### src/rtl/ssx_pkg.sv
`timescale 1ns/1ps
package ssx_pkg;
  localparam logic [1:0] ADDR_CTRL = 2'd0;
  localparam logic [1:0] ADDR_STAT = 2'd1;
  localparam logic [1:0] ADDR_TX   = 2'd2;
  localparam logic [1:0] ADDR_RX   = 2'd3;

  // strobes from the control to the datapath, one cycle wide
  typedef struct packed {
    logic loadTx;    // first falling edge of a byte: load shifter
    logic shiftOut;  // later falling edge: advance transmit shifter
    logic shiftIn;   // rising edge: sample sdi
    logic byteDone;  // rising edge that completes a byte
  } ssxStrobe_t;
endpackage

### src/rtl/ssx_ctrl.sv
`timescale 1ns/1ps
module ssx_ctrl
  import ssx_pkg::*;
#(
  parameter int DATA_W       = 8,
  parameter int RATE_W       = 3,
  parameter int MAX_DIV_LOG2 = 8
) (
  input  logic              clk,
  input  logic              rstN,
  input  logic              wrEn,
  input  logic [1:0]        addr,
  input  logic [RATE_W+1:0] ctrlWrData,
  input  logic              conflictErr,
  input  logic              sclkIn,
  output logic              roleQ,
  output logic              stopQ,
  output logic [RATE_W-1:0] rateQ,
  output logic              busy,
  output logic              sclkOut,
  output logic              sclkOe,
  output ssxStrobe_t        stb
);
  localparam int CNT_W    = $clog2(DATA_W);
  localparam int HALF_W   = MAX_DIV_LOG2 - 1;
  localparam int MAX_CODE = MAX_DIV_LOG2 - 2;
  localparam logic [CNT_W-1:0] LAST_BIT = CNT_W'(DATA_W - 1);

  logic              roleD;
  logic              ctrlWr;
  logic              startReq;
  logic              mRun;
  logic              mClk;
  logic [HALF_W-1:0] halfCnt;
  logic [HALF_W-1:0] halfLim;
  logic [RATE_W-1:0] codeEff;
  logic              halfEnd;
  logic              mFall;
  logic              mRise;
  logic [2:0]        syncQ;
  logic              sFall;
  logic              sRise;
  logic              fallE;
  logic              riseE;
  logic [CNT_W-1:0]  bitCnt;

  assign ctrlWr = wrEn && (addr == ADDR_CTRL);

  // next role: a conflict always wins over a software write
  always_comb begin
    roleD = roleQ;
    if (ctrlWr) roleD = ctrlWrData[0];
    if (conflictErr) roleD = 1'b0;
  end

  always_ff @(posedge clk or negedge rstN) begin
    if (!rstN) begin
      roleQ <= 1'b0;
      stopQ <= 1'b0;
      rateQ <= '0;
    end else begin
      roleQ <= roleD;
      if (ctrlWr) begin
        stopQ <= ctrlWrData[1];
        rateQ <= ctrlWrData[RATE_W+1:2];
      end
    end
  end

  // rate code to half-period limit; the reserved code is clamped
  assign codeEff = (rateQ > RATE_W'(MAX_CODE)) ? RATE_W'(MAX_CODE) : rateQ;

  always_comb begin
    halfLim = '0;
    for (int k = 0; k <= MAX_CODE; k++) begin
      if (codeEff == RATE_W'(k)) halfLim = HALF_W'((1 << (HALF_W - k)) - 1);
    end
  end

  assign startReq = wrEn && (addr == ADDR_TX) && roleQ && !mRun;
  assign halfEnd  = mRun && (halfCnt == halfLim);
  assign mFall    = halfEnd && mClk;
  assign mRise    = halfEnd && !mClk;

  // master clock generator
  always_ff @(posedge clk or negedge rstN) begin
    if (!rstN) begin
      mRun    <= 1'b0;
      mClk    <= 1'b1;
      halfCnt <= '0;
    end else if (!roleD) begin
      mRun    <= 1'b0;
      mClk    <= 1'b1;
      halfCnt <= '0;
    end else if (!mRun) begin
      mClk    <= 1'b1;
      halfCnt <= '0;
      if (startReq) mRun <= 1'b1;
    end else if (halfEnd) begin
      halfCnt <= '0;
      mClk    <= ~mClk;
      if (mRise && (bitCnt == LAST_BIT) && stopQ) mRun <= 1'b0;
    end else begin
      halfCnt <= halfCnt + 1'b1;
    end
  end

  // slave clock synchronizer and edge detector
  always_ff @(posedge clk or negedge rstN) begin
    if (!rstN) syncQ <= 3'b111;
    else       syncQ <= {syncQ[1:0], sclkIn};
  end

  assign sRise = syncQ[1] && !syncQ[2];
  assign sFall = !syncQ[1] && syncQ[2];

  assign fallE = !conflictErr && (roleQ ? mFall : sFall);
  assign riseE = !conflictErr && (roleQ ? mRise : sRise);

  // bit position within the byte, restarted on any role change
  always_ff @(posedge clk or negedge rstN) begin
    if (!rstN) begin
      bitCnt <= '0;
    end else if (roleD != roleQ) begin
      bitCnt <= '0;
    end else if (riseE) begin
      bitCnt <= (bitCnt == LAST_BIT) ? '0 : bitCnt + 1'b1;
    end
  end

  always_comb begin
    stb.loadTx   = fallE && (bitCnt == '0);
    stb.shiftOut = fallE && (bitCnt != '0);
    stb.shiftIn  = riseE;
    stb.byteDone = riseE && (bitCnt == LAST_BIT);
  end

  assign busy    = roleQ ? mRun : (bitCnt != '0);
  assign sclkOut = mClk;
  assign sclkOe  = roleQ;
endmodule

### src/rtl/ssx_dpath.sv
`timescale 1ns/1ps
module ssx_dpath
  import ssx_pkg::*;
#(
  parameter int DATA_W = 8
) (
  input  logic              clk,
  input  logic              rstN,
  input  logic              wrEn,
  input  logic              rdEn,
  input  logic [1:0]        addr,
  input  logic [DATA_W-1:0] wrData,
  input  logic              sdi,
  input  ssxStrobe_t        stb,
  output logic              sdo,
  output logic [DATA_W-1:0] txDataQ,
  output logic [DATA_W-1:0] rxDataQ,
  output logic              rxFull,
  output logic              overrun
);
  logic [DATA_W-1:0] txShift;
  logic [DATA_W-2:0] rxShift;
  logic              rxRead;
  logic              statWr;

  assign rxRead = rdEn && (addr == ADDR_RX);
  assign statWr = wrEn && (addr == ADDR_STAT);

  always_ff @(posedge clk or negedge rstN) begin
    if (!rstN) txDataQ <= '0;
    else if (wrEn && (addr == ADDR_TX)) txDataQ <= wrData;
  end

  // transmit shifter, MSB leaves first
  always_ff @(posedge clk or negedge rstN) begin
    if (!rstN)             txShift <= '1;
    else if (stb.loadTx)   txShift <= txDataQ;
    else if (stb.shiftOut) txShift <= {txShift[DATA_W-2:0], 1'b0};
  end

  assign sdo = txShift[DATA_W-1];

  // receive shifter holds the first seven bits of a byte
  always_ff @(posedge clk or negedge rstN) begin
    if (!rstN)            rxShift <= '0;
    else if (stb.shiftIn) rxShift <= {rxShift[DATA_W-3:0], sdi};
  end

  always_ff @(posedge clk or negedge rstN) begin
    if (!rstN) begin
      rxDataQ <= '0;
      rxFull  <= 1'b0;
      overrun <= 1'b0;
    end else begin
      if (stb.byteDone) begin
        rxDataQ <= {rxShift, sdi};
        rxFull  <= 1'b1;
      end else if (rxRead) begin
        rxFull  <= 1'b0;
      end
      if (stb.byteDone && rxFull && !rxRead) overrun <= 1'b1;
      else if (statWr)                       overrun <= 1'b0;
    end
  end
endmodule

### src/rtl/sync_serial_xcvr.sv
`timescale 1ns/1ps
module sync_serial_xcvr
  import ssx_pkg::*;
#(
  parameter int DATA_W       = 8,
  parameter int RATE_W       = 3,
  parameter int MAX_DIV_LOG2 = 8
) (
  input  logic              clk,
  input  logic              rstN,
  input  logic              wrEn,
  input  logic              rdEn,
  input  logic [1:0]        addr,
  input  logic [DATA_W-1:0] wrData,
  output logic [DATA_W-1:0] rdData,
  input  logic              conflictErr,
  input  logic              sclkIn,
  output logic              sclkOut,
  output logic              sclkOe,
  input  logic              sdi,
  output logic              sdo
);
  ssxStrobe_t        stb;
  logic              roleQ;
  logic              stopQ;
  logic [RATE_W-1:0] rateQ;
  logic              busy;
  logic [DATA_W-1:0] txDataQ;
  logic [DATA_W-1:0] rxDataQ;
  logic              rxFull;
  logic              overrun;

  ssx_ctrl #(
    .DATA_W(DATA_W), .RATE_W(RATE_W), .MAX_DIV_LOG2(MAX_DIV_LOG2)
  ) ctrl_i (
    .clk(clk), .rstN(rstN), .wrEn(wrEn), .addr(addr),
    .ctrlWrData(wrData[RATE_W+1:0]), .conflictErr(conflictErr),
    .sclkIn(sclkIn), .roleQ(roleQ), .stopQ(stopQ), .rateQ(rateQ),
    .busy(busy), .sclkOut(sclkOut), .sclkOe(sclkOe), .stb(stb)
  );

  ssx_dpath #(.DATA_W(DATA_W)) dpath_i (
    .clk(clk), .rstN(rstN), .wrEn(wrEn), .rdEn(rdEn), .addr(addr),
    .wrData(wrData), .sdi(sdi), .stb(stb), .sdo(sdo),
    .txDataQ(txDataQ), .rxDataQ(rxDataQ), .rxFull(rxFull), .overrun(overrun)
  );

  always_comb begin
    unique case (addr)
      ADDR_CTRL: rdData = DATA_W'({rateQ, stopQ, roleQ});
      ADDR_STAT: rdData = DATA_W'({busy, overrun, rxFull});
      ADDR_TX:   rdData = txDataQ;
      default:   rdData = rxDataQ;
    endcase
  end
endmodule

### config.mk
export PLATFORM = sky130hd
export DESIGN_NAME = sync_serial_xcvr
export DESIGN_NICKNAME = d
export VERILOG_FILES = /design/src/rtl/ssx_pkg.sv /design/src/rtl/ssx_ctrl.sv /design/src/rtl/ssx_dpath.sv /design/src/rtl/sync_serial_xcvr.sv
export SDC_FILE = /design/constraint.sdc
export NUM_CORES = 1
export LEC_CHECK = 0
export BUFFER_PORTS_ARGS = -buffer_cell sky130_fd_sc_hd__clkbuf_2
export CAP_MARGIN = 20
export CELL_PAD_IN_SITES_DETAIL_PLACEMENT = 1
export CELL_PAD_IN_SITES_GLOBAL_PLACEMENT = 1
export CORE_UTILIZATION = 47
export DETAILED_ROUTE_END_ITERATION = 7
export HOLD_SLACK_MARGIN = 0.02
export PLACE_DENSITY = 0.9
export SETUP_SLACK_MARGIN = 0.5
export SYNTH_ARGS = -nofsm -noshare
export SYNTH_HDL_FRONTEND = slang
export SYNTH_SLANG_ARGS = --single-unit
export TNS_END_PERCENT = 10
### constraint.sdc
create_clock -name clk -period 2.8 [get_ports clk]
set_clock_uncertainty 0.1 [all_clocks]
set_input_delay 0.14 -clock clk [delete_from_list [all_inputs] [get_ports clk]]
set_output_delay 0.14 -clock clk [all_outputs]
set_load 0.02 [all_outputs]
==> impl_metrics.ini <==
[synth]
synth_cell_types = 42
ys_top_cells_by_area = dfrtp_1, mux2_2, dfstp_2, mux2_4, mux4_2
synth-edff-count = 0
synth_fp_nets = 235
synth-compound-area-share_pct = 6.869
synth_top_family_by_area = multiplexers
synth.most_common_cell = dfrtp_1
ys_seq_area_share_pct = 50.78
ys_async_sr_fraction_pct = 100.0
yosysTopAreaCellShare_pct = 38.84
synth_seq_cells = 53
yosys-top-cells-count = dfrtp_1, mux2_2, nor2_1, dfstp_2
synthAdderAreaFrac_pct = 1.895
syn_area_per_cell_um2 = 12.34
synth.mux.area_fraction_pct = 23.07
synthXorXnorAreaFrac_pct = 2.653
yosysTopAreaCell = dfrtp_1
syn_area_um2 = 2641
ys.flop_type = dfrtp_1
synthCells = 214
ys_warn_count = 0
synth-simple-area-share_pct = 11.84

[floorplanning]
start_util_pct = 50.12
core_area_um2 = 5270
ios = 28
dieArea_um2 = 5924
die_y_um = 76.97
die_w_um = 76.97
std_cell_rows = 26

[grt]
grt_max_degree = 31
first_global_vias = 2010
antenna_found_initial = 0
grt_usage_pct = 22.12
grt_pass1_wl_mm = 10.07
grt_overflow = 0

[finish]
drive_gt1_share_pct = 46.56
fin_area_um2 = 3179
diodes = 0
finalNetCount = 282
area_growth_syn_to_layout_pct = 20.37
fill_cells = 559

[routing]
vias = 1835
drc = 0
drtAntennaViolNets = 0
drt-total-wl_mm = 5.930
vias_per_cell = 5.527
routedWlPerCell_um = 17.86
firstDrtPassIters = 4
drt_first_iter_violations = 99

[clock_network]
clockRootBuffer = clkbuf_8
clock_latency_ps = 320
clkTransAtPathRegs_ps = 100
htreeDepth = 2
cts.sinks = 53
cts_buffers = 5
cts_tree = built
cts_max_path_buffers = 2

[placement]
dpl_cell_area_um2 = 2836
portBuffers = 27
gp_congestion = 0.7521
hpwl_mm = 4.119
place_ws_ps = 231.7

[timing]
fmax_mhz = 426.0
tns_ps = 0
final-max-slew-violation-count = 0
layout_min_cycle_time_ps = 2348
setup_viol = 0
slew_headroom_pct = 65.12
hold_viol = 0
layout_setup_ws_ps = 452.3
worst_pin_slew_ps = 521.6
period_share_pct = 83.85
rsz0062_at_grt = true

[hold_path]
min_from = wrData[0]
min_path_type = primary input to flip-flop

[setup_path]
worstSetupStartpoint = ctrl_i.rateQ[1]
path_class = flip-flop to flip-flop
crit_path_end_kind = flip-flop
worstPathMaxFanout = 8
arrival_ps = 2490
required_ps = 2950
cp-start-kind = flip-flop
reg2reg_from = ctrl_i.rateQ[1]

[run_status]
run_status = completed

[power_and_ir_drop]
total_power_w = 0.002127
total_leakage_power_nw = 1.438
ir_drop_mv = 0.3643
pwr_density_cell_nw_per_um2 = 669.1

[job]
cap_violations = 0
## metal layers
metal  track usage, %  up-vias  wire (µm)
met5                0        -          0
met1            29.62      950       2725
li1                 -      851          -
met3            3.571        8        142
met2            37.23       26       3002
met4            5.769        0         59
## kinds of logic after synthesis
kind of cell	after synthesis
and+or+nand+nor	58
buffers and inverters	16
AOI/OAI and AO/OA	26
DFF	53
muxes	49
xor gates and xnor gates	8
adders and majority gates	4
## cells in the final DEF, fill, tap and decap left out, drive strengths merged, types with 4 or more instances in the layout
master	instances
ha	4
o21ai	11
inv	9
nand3	8
nand2	11
mux2i	5
nor2	17
mux2	41
dfrtp	41
nor2b	5
buf	11
dfstp	12
dlygate4sd3	10
xor2	4
xnor2	4
clkbuf	32
## timing repair
| item | CTS | global route |
|---|---|---|
| cloned | 1 | 0 |
| hold endpoints to repair | 58 | 0 |
| buffers inserted | 7 | 1 |
| pin swaps | 3 | 2 |
| resized for setup | 8 | 8 |
| hold buffers | 10 | 0 |
| setup endpoints to repair | 26 | 24 |
## area by class of cell
cell class,instances,area (µm²),share of cell area [%]
Inverter,7,26.28,0.8264
Clock buffer,5,68.82,2.165
Multi-Input combinational cell,146,1270,39.94
Tap cell,70,87.58,2.755
Timing Repair Buffer,48,330.3,10.39
Clock inverter,3,47.55,1.495
Sequential cell,53,1349,42.42
## worst max-delay path, stage by stage (launching register included)
cell,delay [ps]
dfrtp_2,460
o22ai_2,170
o311ai_1,110
a222oi_1,450
nand2b_2,200
o31ai_4,290
buf_12,160
mux2_2,330
## state kept, by name, summed over array words and instances, names as in the netlist
signal           flops
dpath_i.rxDataQ      8
dpath_i.txDataQ      8
dpath_i.txShift      8
ctrl_i.halfCnt       7
dpath_i.rxShift      7
ctrl_i.bitCnt        3
ctrl_i.rateQ         3
ctrl_i.syncQ         3
ctrl_i.mRun          1
ctrl_i.roleQ         1
ctrl_i.sclkOut       1
ctrl_i.stopQ         1
dpath_i.overrun      1
dpath_i.rxFull       1
## power by group
part	internal, W	switching, W
Clock	0.000273	0.000274
Combinational	0.000297	0.000222
Sequential	0.000954	0.000106
## per-stage QoR
stage | hold slack, ps | util, % | cells
final | 26.96 | 60.33 | 332
after floorplan | -255.6 | - | 214
after detailed placement | -90.73 | 53.82 | 305
after global routing | 69.81 | 60.33 | 332
after global placement | -94.59 | 53.82 | 305
after CTS | 25.18 | 59.73 | 331
## final timing paths
kind                                      end  slack [ps]  depth (start not counted)
max in group asynchronous  dpath_i.txShift[4]        1810                          3
min reg2reg                   ctrl_i.syncQ[1]         260                          0
min                        dpath_i.txDataQ[0]          30                          3
max reg2reg                dpath_i.txShift[4]         450                          7
max                        dpath_i.txShift[4]         450                          7
min in group asynchronous  dpath_i.txDataQ[1]         110                          2
No activity file was read; power rests on OpenSTA's default activity.
